$ cat config.mk
export PLATFORM = sky130hd
export DESIGN_NAME = sector_fill_ctrl
export DESIGN_NICKNAME = d
export VERILOG_FILES = /design/src/rtl/sfc_pkg.sv /design/src/rtl/sfc_sector_store.sv /design/src/rtl/sfc_classify.sv /design/src/rtl/sector_fill_ctrl.sv
export SDC_FILE = /design/constraint.sdc
export NUM_CORES = 1
export LEC_CHECK = 0
export BUFFER_PORTS_ARGS = -buffer_cell sky130_fd_sc_hd__buf_2
export CORE_AREA = 2 2 107 109
export DETAILED_ROUTE_END_ITERATION = 8
export DIE_AREA = 0 0 109 111
export HOLD_SLACK_MARGIN = 0.12
export PLACE_DENSITY_LB_ADDON = 0.12
export SLEW_MARGIN = 40
export SYNTH_ARGS = -nofsm -noshare
export SYNTH_HDL_FRONTEND = slang
export SYNTH_SLANG_ARGS = --single-unit
$ cat constraint.sdc
create_clock -name clk -period 2.4 [get_ports clk]
set_input_delay 0.48 -clock clk [delete_from_list [all_inputs] [get_ports clk]]
set_output_delay 0.48 -clock clk [all_outputs]
set_load 0.05 [all_outputs]
$ cat src/rtl/sfc_pkg.sv
package sfc_pkg;
  typedef enum logic [1:0] {
    MESI_I = 2'b00,
    MESI_S = 2'b01,
    MESI_E = 2'b10,
    MESI_M = 2'b11
  } mesi_e;

  typedef enum logic [1:0] {
    KIND_HIT     = 2'd0,
    KIND_TAGHIT  = 2'd1,
    KIND_TAGMISS = 2'd2
  } kind_e;

  typedef enum logic [2:0] {
    ST_IDLE,
    ST_CLASSIFY,
    ST_WB_LINE0,
    ST_WB_LINE1,
    ST_FILL_REQ,
    ST_FILL_WAIT,
    ST_UPDATE
  } fsm_e;
endpackage

$ cat src/rtl/sfc_sector_store.sv
module sfc_sector_store #(
  parameter int TAG_W = 4,
  parameter int SET_W = 3
) (
  input  logic                   clk,
  input  logic                   rst,
  input  logic                   rd_en,
  input  logic [SET_W-1:0]       rd_set,
  output logic [TAG_W-1:0]       rd_tag,
  output logic [1:0][1:0]        rd_st,
  input  logic                   wr_en,
  input  logic [SET_W-1:0]       wr_set,
  input  logic [TAG_W-1:0]       wr_tag,
  input  logic [1:0][1:0]        wr_st
);
  localparam int SETS = 1 << SET_W;

  // tags carry no reset so they map onto a RAM with a registered read
  logic [TAG_W-1:0] tag_mem [SETS];

  always_ff @(posedge clk) begin
    if (wr_en) tag_mem[wr_set] <= wr_tag;
    if (rd_en) rd_tag <= tag_mem[rd_set];
  end

  // line states live in flops so reset can clear them all at once
  logic [1:0] st_q [2][SETS];

  for (genvar ln = 0; ln < 2; ln++) begin : g_line
    for (genvar s = 0; s < SETS; s++) begin : g_set
      always_ff @(posedge clk) begin
        if (rst)
          st_q[ln][s] <= 2'b00;
        else if (wr_en && (wr_set == SET_W'(s)))
          st_q[ln][s] <= wr_st[ln];
      end
    end

    always_ff @(posedge clk) begin
      if (rst)
        rd_st[ln] <= 2'b00;
      else if (rd_en)
        rd_st[ln] <= st_q[ln][rd_set];
    end
  end
endmodule

$ cat src/rtl/sfc_classify.sv
module sfc_classify
  import sfc_pkg::*;
#(
  parameter int TAG_W = 4
) (
  input  logic [TAG_W-1:0] req_tag,
  input  logic             req_line,
  input  logic [TAG_W-1:0] sec_tag,
  input  logic [1:0][1:0]  sec_st,
  output logic [1:0]       kind,
  output logic [1:0]       victim_mod,
  output logic [1:0]       req_st,
  output logic [1:0]       sib_st
);
  logic any_valid;
  logic tag_eq;

  always_comb begin
    req_st    = sec_st[req_line];
    sib_st    = sec_st[~req_line];
    any_valid = (sec_st[0] != MESI_I) || (sec_st[1] != MESI_I);
    tag_eq    = any_valid && (sec_tag == req_tag);
    victim_mod = 2'b00;
    if (tag_eq && (req_st != MESI_I)) begin
      kind = KIND_HIT;
    end else if (tag_eq) begin
      kind = KIND_TAGHIT;
    end else begin
      kind = KIND_TAGMISS;
      victim_mod[0] = (sec_st[0] == MESI_M);
      victim_mod[1] = (sec_st[1] == MESI_M);
    end
  end
endmodule

$ cat src/rtl/sector_fill_ctrl.sv
module sector_fill_ctrl
  import sfc_pkg::*;
#(
  parameter int  TAG_W      = 4,
  parameter int  SET_W      = 3,
  parameter int  LINE_BYTES = 32,
  localparam int LA_W       = TAG_W + SET_W + 1,
  localparam int OFF_W      = $clog2(LINE_BYTES),
  localparam int BA_W       = LA_W + OFF_W
) (
  input  logic            clk,
  input  logic            rst,
  input  logic            req_valid,
  output logic            req_ready,
  input  logic [LA_W-1:0] req_line_addr,
  output logic            done,
  output logic [1:0]      done_kind,
  output logic [1:0]      done_state,
  output logic [LA_W-1:0] probe_addr,
  input  logic            probe_hit,
  input  logic [1:0]      probe_state,
  output logic            l2_wr,
  output logic [LA_W-1:0] l2_wr_addr,
  output logic [1:0]      l2_wr_state,
  output logic            bus_req,
  output logic            bus_write,
  output logic [BA_W-1:0] bus_addr,
  input  logic            bus_done
);
  fsm_e             st;
  fsm_e             wb_next;
  logic [TAG_W-1:0] a_tag, old_tag;
  logic [SET_W-1:0] a_set;
  logic             a_line;
  logic [1:0]       kind_q, vm_q, sib_q, fill_q;
  logic             wait_q;

  logic             rd_en, wr_en;
  logic [TAG_W-1:0] sec_tag;
  logic [1:0][1:0]  sec_st, wr_st;
  logic [1:0]       c_kind, c_vm, c_req_st, c_sib_st;

  assign req_ready = (st == ST_IDLE);
  assign rd_en     = (st == ST_IDLE) && req_valid;
  assign wr_en     = (st == ST_UPDATE);

  sfc_sector_store #(.TAG_W(TAG_W), .SET_W(SET_W)) i_store (
    .clk    (clk),
    .rst    (rst),
    .rd_en  (rd_en),
    .rd_set (req_line_addr[SET_W:1]),
    .rd_tag (sec_tag),
    .rd_st  (sec_st),
    .wr_en  (wr_en),
    .wr_set (a_set),
    .wr_tag (a_tag),
    .wr_st  (wr_st)
  );

  sfc_classify #(.TAG_W(TAG_W)) i_classify (
    .req_tag    (a_tag),
    .req_line   (a_line),
    .sec_tag    (sec_tag),
    .sec_st     (sec_st),
    .kind       (c_kind),
    .victim_mod (c_vm),
    .req_st     (c_req_st),
    .sib_st     (c_sib_st)
  );

  always_comb begin
    unique case (st)
      ST_WB_LINE0: probe_addr = {old_tag, a_set, 1'b0};
      ST_WB_LINE1: probe_addr = {old_tag, a_set, 1'b1};
      default:     probe_addr = {a_tag, a_set, a_line};
    endcase
  end

  always_comb begin
    wb_next = ((st == ST_WB_LINE0) && vm_q[1]) ? ST_WB_LINE1 : ST_FILL_REQ;
  end

  always_comb begin
    wr_st          = '0;
    wr_st[a_line]  = fill_q;
    wr_st[~a_line] = (kind_q == KIND_TAGMISS) ? MESI_I : sib_q;
  end

  always_ff @(posedge clk) begin
    if (rst) begin
      st          <= ST_IDLE;
      a_tag       <= '0;
      a_set       <= '0;
      a_line      <= 1'b0;
      old_tag     <= '0;
      kind_q      <= '0;
      vm_q        <= '0;
      sib_q       <= '0;
      fill_q      <= '0;
      wait_q      <= 1'b0;
      done        <= 1'b0;
      done_kind   <= '0;
      done_state  <= '0;
      l2_wr       <= 1'b0;
      l2_wr_addr  <= '0;
      l2_wr_state <= '0;
      bus_req     <= 1'b0;
      bus_write   <= 1'b0;
      bus_addr    <= '0;
    end else begin
      done  <= 1'b0;
      l2_wr <= 1'b0;
      unique case (st)
        ST_IDLE: begin
          if (req_valid) begin
            a_tag  <= req_line_addr[LA_W-1 -: TAG_W];
            a_set  <= req_line_addr[SET_W:1];
            a_line <= req_line_addr[0];
            st     <= ST_CLASSIFY;
          end
        end
        ST_CLASSIFY: begin
          kind_q  <= c_kind;
          vm_q    <= c_vm;
          sib_q   <= c_sib_st;
          old_tag <= sec_tag;
          if (c_kind == KIND_HIT) begin
            done       <= 1'b1;
            done_kind  <= KIND_HIT;
            done_state <= c_req_st;
            st         <= ST_IDLE;
          end else if (c_vm[0]) begin
            st <= ST_WB_LINE0;
          end else if (c_vm[1]) begin
            st <= ST_WB_LINE1;
          end else begin
            st <= ST_FILL_REQ;
          end
        end
        ST_WB_LINE0, ST_WB_LINE1: begin
          if (!wait_q) begin
            if (probe_hit) begin
              l2_wr       <= 1'b1;
              l2_wr_addr  <= probe_addr;
              l2_wr_state <= MESI_M;
              st          <= wb_next;
            end else begin
              bus_req   <= 1'b1;
              bus_write <= 1'b1;
              bus_addr  <= {probe_addr, {OFF_W{1'b0}}};
              wait_q    <= 1'b1;
            end
          end else if (bus_done) begin
            bus_req <= 1'b0;
            wait_q  <= 1'b0;
            st      <= wb_next;
          end
        end
        ST_FILL_REQ: begin
          if (probe_hit) begin
            fill_q <= probe_state;
            if (probe_state == MESI_M) begin
              l2_wr       <= 1'b1;
              l2_wr_addr  <= probe_addr;
              l2_wr_state <= MESI_E;
            end
            st <= ST_UPDATE;
          end else begin
            bus_req   <= 1'b1;
            bus_write <= 1'b0;
            bus_addr  <= {probe_addr, {OFF_W{1'b0}}};
            st        <= ST_FILL_WAIT;
          end
        end
        ST_FILL_WAIT: begin
          if (bus_done) begin
            bus_req     <= 1'b0;
            l2_wr       <= 1'b1;
            l2_wr_addr  <= {a_tag, a_set, a_line};
            l2_wr_state <= MESI_E;
            fill_q      <= MESI_E;
            st          <= ST_UPDATE;
          end
        end
        ST_UPDATE: begin
          done       <= 1'b1;
          done_kind  <= kind_q;
          done_state <= fill_q;
          st         <= ST_IDLE;
        end
        default: st <= ST_IDLE;
      endcase
    end
  end
endmodule

Word level (Yosys, flattened, before mapping)
Memories as Yosys holds them, arrays and structs flattened. A register that Yosys moved wholly into a read port is not among the register bits.
Cells that the tools add are included.
- bits in registers: 59
- RAM bits: 64
- input port bits: 15
- output and inout bits: 40
- memories: 2
- memories (memory ; depth ; bits a word ; rd ports ; clocked after memory_dff ; write ports ; line ; source):
    i_store.st_q ; 2 ; 16 ; 2 ; 0 ; 2 ; sfc_sector_store.sv:27 ; logic [1:0] st_q [2][SETS];
    i_store.tag_mem ; 8 ; 4 ; 1 ; 1 ; 1 ; sfc_sector_store.sv:19 ; logic [TAG_W-1:0] tag_mem [SETS];
- magnitude comparators: 5
- eq/ne operators: 29
- multiplexer cells: 116
- bitwise gates (word level): 19
- reduce and logical (&&, ||, !) cells: 33
- operator list (operator ; count):
    $mux W2 ; 40
    $mux W1 ; 43
    $mux W8 ; 5
    $mux W3 ; 9
    $mux W13 ; 2
    $pmux W13 S2 ; 1
    $pmux W8 S3 ; 1
    $eq A3 B3 Y1 const B ; 7
    $ne A2 B2 Y1 const B ; 9
    $or A1 B1 Y1 ; 16
    $pmux W8 S2 ; 1
    $pmux W3 S5 ; 1
    $logic_and A1 B1 Y1 ; 14
    $bmux W2 S3 ; 2
    $eq A3 B2 Y1 const B ; 4
    $pmux W2 S2 ; 3
    $reduce_bool A2 Y1 ; 6
    $eq A2 B2 Y1 const B ; 4
    $reduce_and A4 Y1 ; 2
    $eq A3 B1 Y1 const B ; 2
    $logic_not A3 Y1 ; 2
    $ne A3 B3 Y1 const B ; 2
    $pmux W1 S3 ; 2
    $pmux W2 S3 ; 1
    17 further kinds ; 23

Longest topological paths before layout
- depth after elaboration: 9
- mapped depth: 8

Modules after synthesis
A second synthesis with hierarchy kept.
- cell total of the unflattened synthesis: 473
- area total of the unflattened synthesis: 5565.3 µm²
- modules (own cells, without submodules) (module ; times used ; cells an instance ; area each (µm²) ; seq. area each (µm²)):
    sfc_sector_store ; 1 ; 182 ; 3081.7 ; 2122.0
    sector_fill_ctrl ; 1 ; 277 ; 2352.3 ; 980.9
    sfc_classify ; 1 ; 14 ; 131.4 ; 0.0

Worst setup path before layout
OpenSTA, ideal clock, no wires.
- path type: register to register
- start: reg st[2]
- end: reg i_store.rd_tag[0] (read register of i_store.tag_mem) (enable)
- setup time: 302 ps
- data arrival time: 1935 ps
- slack: 163 ps
- cell stages (with the launch flop): 6
- buffers on the path: 2
- path through: dfxtp_1 buf_2 nor3_2 nand2_1 inv_2 buf_4
- word-level cells in the longest chain between the ends: 2
- RTL lines (item ; line ; source):
    from (decl) ; sector_fill_ctrl.sv:30 ; fsm_e st;
    from (signal assigned) ; sector_fill_ctrl.sv:146 ; st <= wb_next;
    from (signal assigned) ; sector_fill_ctrl.sv:156 ; st <= wb_next;
    $logic_not A3 Y1 ; n/a ;
    via req_ready ; sector_fill_ctrl.sv:14 ; output logic req_ready,
    $logic_and A1 B1 Y1 ; sector_fill_ctrl.sv:44 ; assign rd_en = (st == ST_IDLE) && req_valid;
    via i_store.rd_en ; sfc_sector_store.sv:7 ; input logic rd_en,
    to (decl) ; sfc_sector_store.sv:9 ; output logic [TAG_W-1:0] rd_tag,
The timed path passes the listed nets, and every way through them passes these cells.
A chain may end at the register's enable or synchronous reset.

Worst setup path after layout
- start: reg st[2]
- end: out probe_addr[4]
- word-level cells in the longest chain between the ends: 2
- elaborated cells on any way between the ends: 3
- classes of those cells: eq/ne (2); mux (1)
- RTL lines (item ; line ; source):
    $eq A3 B2 Y1 ; sector_fill_ctrl.sv:72 ; unique case (st)
    $pmux W8 S2 (*) ; sector_fill_ctrl.sv:72 ;
    to (decl) ; sector_fill_ctrl.sv:19 ; output logic [LA_W-1:0] probe_addr,
Mark *: on every way between the ends. The rest lies on a longest branch, timed or not.

==> flow_results.org <==
** Setup path
- The signal on the critical path passes through inv_1 > ha_4 > nor2b_1 > a31oi_1 > inv_1 > buf_2.
- The worst setup path is captured at an output pin.
- The kind of cell with the highest combined delay along the critical path is buffers and inverters.
- Crit-path max cell delay :: 310 ps
- Along the worst path, the maximum fanout reaches 17.
- The worst setup path is launched from a flip-flop.
- Slack of the worst reg-to-reg path :: 310 ps
- Slowest-stage cell, CP :: dfxtp_1
- The worst register-to-register path ends at l2_wr_addr[1]$_SDFFE_PP0P_.
- The startpoint identified for the worst register-to-register timing path is st[0]$_SDFFE_PP0P_.
- Worst path most repeated cell :: inv_1
- Critical Path AT :: 1800 ps
- The critical path in this run is classified as flip-flop to output pin.
- At the worst endpoint, the required time is between 1500 and 2000 ps.
- Reg2reg path depth :: 5
- Counting both buffers and inverters, the worst setup path holds a total of 3.

** STA
- In the final timing run, aggregate negative setup slack is 0 ps.
- Setup repair after global routing left no endpoint under its margin.
- Headroom to the max-slew limit came out at approximately 60%.
- Maximum achievable frequency :: 439 MHz
- Transition time of the tightest slew-check pin :: 600 ps
- Once routing completed, OpenROAD measured the worst setup slack at 121 ps.
- Total count of max-transition violations in the final report :: 0
- Setup-violating endpoint count in the final report :: 0
- On the final layout, the worst clock skew is 12.3 ps.
- In the finished design, the share of the clock period the worst path needs comes to 95.0%.
- Post-route minimum period :: 2280 ps
- The number of hold-slack violations in the final timing report came to 0.

** Power and ir drop
- Leakage power :: 2.45 nW
- Peak supply drop :: roughly 0.00051 V
- Cell Pwr Density :: 985 nW/um^2
- Net switching is 30.7% of the power.
- Part of the total power dissipated in the clock network :: 38.9%
- Proportion of power drawn by combinational gates :: a little over a fifth
- Internal power comes to ~4.4 mW.
- Share of power burned in registers :: 39.5%
- Net load switching power :: 1.96 mW

** Clocking
- The tree is rooted in a clkbuf_16.
- Max H-tree Level :: 4
- Counting the buffers created by CTS gives 17.
- The longest clock path from root to sink contains 2 buffers.
- At the later pin of the worst-skew pair, clock insertion delay measures 420 ps.
- Reg clk slew, reported paths :: 50 ps
- Buffers inserted by post-CTS timing repair :: 0
- Sinks on the clock net :: approximately 120
- TritonCTS built the clock tree.

** Floorplan
- Row generation in the floorplan step produced 39 rows.
- The die is about 110 um tall.
- In this run the count of I/O pins placed on the die edge is 55.
- Area of the die :: ~12,000 um^2
- The die is 109 um wide.
- The region available for standard cell placement spans 11,100 um^2.
- Initial Utilization :: 48.8%

** Hold path
- The worst hold path begins at req_line_addr[7].
- Hold path endpoint :: a_tag[3]$_SDFFE_PP0P_
- Worst Hold Depth :: 3
- Min-delay worst type :: primary input to flip-flop

** Synthesis
- Post-synth cell types :: 52
- Fraction of registers with async set or reset after synthesis :: 0%
- Warnings from Yosys :: 0
- The synthesized design contains 121 register bits.
- In the synthesized netlist the dominant register cell turns out to be edfxtp_1.
- The synthesized design contains 68 enable-type register cells.
- For this run, the register share of the synthesized area comes to 57.4%.
- After synthesis the cells add up to between 5000 and 6000 um^2.
- The average instance in the mapped netlist occupies 11.3 um^2.
- In the synthesized netlist, the number of instances is 480.

** Placed design
- Post-Place Worst Slack :: 304 ps
- Buffers placed on the I/O ports in this run total 49.
- At the end of routability-driven placement, the weighted congestion stood at ~0.8.
- Summed over all nets, the half-perimeter wirelength after detailed placement is 8670 um.

** Final layout
- The repair_antennas step left the layout with diodes totalling 0.
- In the final layout, the share of cells above drive strength 1 is 27.0%.
- The area growth from synthesis to layout is 20.1%.
- At the end of the flow, the number of nets in the layout was 565.
- The top cell types in the final layout, fill and taps aside, are nor2_1 (74), edfxtp_1 (68), dfxtp_1 (52).
- Most common library cell in the layout ignoring fill and taps :: nor2_1
- Counting the fill cells in the layout gives 929.

** Detailed routing
- After the first detailed-routing iteration, the DRC count stood at 259.
- Average wire per cell in the routed design :: roughly 18 um
- Total via count in the routed design :: between 3,000 and 4,000
- Once detail routing completed, the nets flagged for antenna violations numbered 0.
- First-pass iteration count of the detailed router :: 5
- Drt drc :: 0
- The routed design has 12,300 um of wire.
- Via-per-instance ratio :: 5.49

** Outcome
- The run finished with clean final reports.

** Global route
- Initial antenna violation count :: 0
- First-pass GRT wire length :: roughly 20,000 um
- Final global-route overflow total :: 0
- Via count of the first global-routing pass :: 3,823
- Tot GR Track Use :: roughly 22%
- Pin count of the biggest net entering global routing :: 38

** Flow run
- The tool flagged a number of max-cap violations equal to 0.
## registers in the layout, summed over array words and instances, names as in the netlist, 2 cells and up
name and cells:
a_tag 4, old_tag 4, i_store.rd_tag 4, sib_q 2
i_store.st_q 32, fill_q 2, a_set 3, done_kind 2
done_state 2, i_store.tag_mem 32, kind_q 2, st 3
l2_wr_state 2, l2_wr_addr 8, bus_addr 8, i_store.rd_st 4
## cell families (layout without fill, tap and decap cells)
group / after synthesis / in the layout / synth area share, %
adder cells (fa/ha/maj): 3 / 3 / 0.695
XOR/XNOR: 4 / 4 / 0.648
buffers and inverters: 45 / 121 / 4.05
AO/OA/AOI/OAI: 79 / 79 / 9.56
multiplexers: 35 / 35 / 10.3
other: 1 / 5 / 0.0694
flip-flops: 121 / 121 / 57.4
AND/OR/NAND/NOR: 192 / 192 / 17.3
## power groups by stage
stage / Combinational [mW] / Clock [mW] / Sequential (mW)
global placement: 1.35 / 0 / 2.56
detailed placement: 1.37 / 0 / 2.56
global route: 1.51 / 2.62 / 2.54
floorplan: 0.856 / 0 / 2.71
finish: 1.38 / 2.49 / 2.52
CTS: 1.38 / 2.52 / 2.52
## Yosys cell counts, types with 2 or more instances
master / instances / share of area [%]
o21ai_0: 8 / 0.74
buf_4: 8 / 1.1
a211oi_2: 4 / 0.93
nor3_1: 6 / 0.56
nand2b_1: 11 / 1.3
nor4_1: 4 / 0.46
ha_1: 3 / 0.69
nor2b_1: 8 / 0.93
or3_1: 6 / 0.69
or2_2: 9 / 1.0
a31oi_1: 7 / 0.81
mux4_2: 16 / 6.7
nor3_2: 2 / 0.37
inv_1: 10 / 0.69
nand4_1: 2 / 0.23
xor2_1: 4 / 0.65
nand3b_1: 3 / 0.42
mux2i_1: 14 / 2.6
a21oi_1: 38 / 3.5
dfxtp_1: 53 / 20
a211oi_1: 9 / 1.2
mux2_2: 4 / 0.83
or4_1: 2 / 0.28
nand4b_1: 2 / 0.32
a211o_1: 5 / 0.81
clkbuf_1: 12 / 0.83
buf_1: 3 / 0.21
nand2_1: 48 / 3.3
nand3_1: 7 / 0.65
nor2_1: 74 / 5.1
edfxtp_1: 68 / 38
buf_2: 10 / 0.93
## routing by layer
metal,track usage (%),share of wire (%),vias to the layer above
met5,0,0,-
met4,10.5,2.7,0
met3,5.76,4.5,24
met2,32.5,46,105
met1,30.7,47,1875
li1,-,-,1852
## worst max-delay path by stage
stage / startpoint / end / slack (ps) / cells after the start
3_5_place_dp: st[1]$_SDFFE_PP0P_ / probe_addr[4] / 300 / 5
3_3_place_gp: st[1]$_SDFFE_PP0P_ / probe_addr[4] / 350 / 5
2_1_floorplan: st[2]$_SDFFE_PP0P_ / i_store.rd_tag[0]$_DFFE_PP_ / 160 / 5
4_1_cts: st[1]$_SDFFE_PP0P_ / probe_addr[4] / 60 / 5
5_1_grt: st[2]$_SDFFE_PP0P_ / probe_addr[4] / 1 / 6
6_report: st[2]$_SDFFE_PP0P_ / probe_addr[4] / 120 / 6
## worst register-to-register path, delay by kind of cell, from the launching register on
kind | cells | cell delay, ps
AO/OA/AOI/OAI | 1 | 110
flip-flops | 1 | 680
multiplexers | 1 | 250
AND/OR/NAND/NOR | 3 | 940
## metrics by stage
step	area, um^2	util (%)	std cells	power (mW)	hold slack [ps]
floorplan	5420	-	484	3.57	437
global placement	5880	53.1	671	3.91	443
detailed placement	5880	53.1	671	3.93	454
CTS	6490	58.6	703	6.42	293
global route	6490	58.6	703	6.67	313
finish	6490	58.6	703	6.39	303
## cell type report
cell class | count | area, um^2 | area share, %
Clock buffer | 23 | 488 | 7.52
Clock inverter | 9 | 97.6 | 1.50
Inverter | 11 | 41.3 | 0.636
Multi-Input combinational cell | 318 | 2120 | 32.6
Sequential cell | 121 | 3100 | 47.8
Tap cell | 143 | 179 | 2.76
Timing Repair Buffer | 78 | 463 | 7.13
## timing repair
action	in CTS	in global routing
hold buffers	0	0
pin swaps	0	0
gates resized for setup	4	1
endpoints found under the setup margin	5	4
endpoints found under the hold margin	0	0
Note: power is estimated with default switching activity, not from simulation.
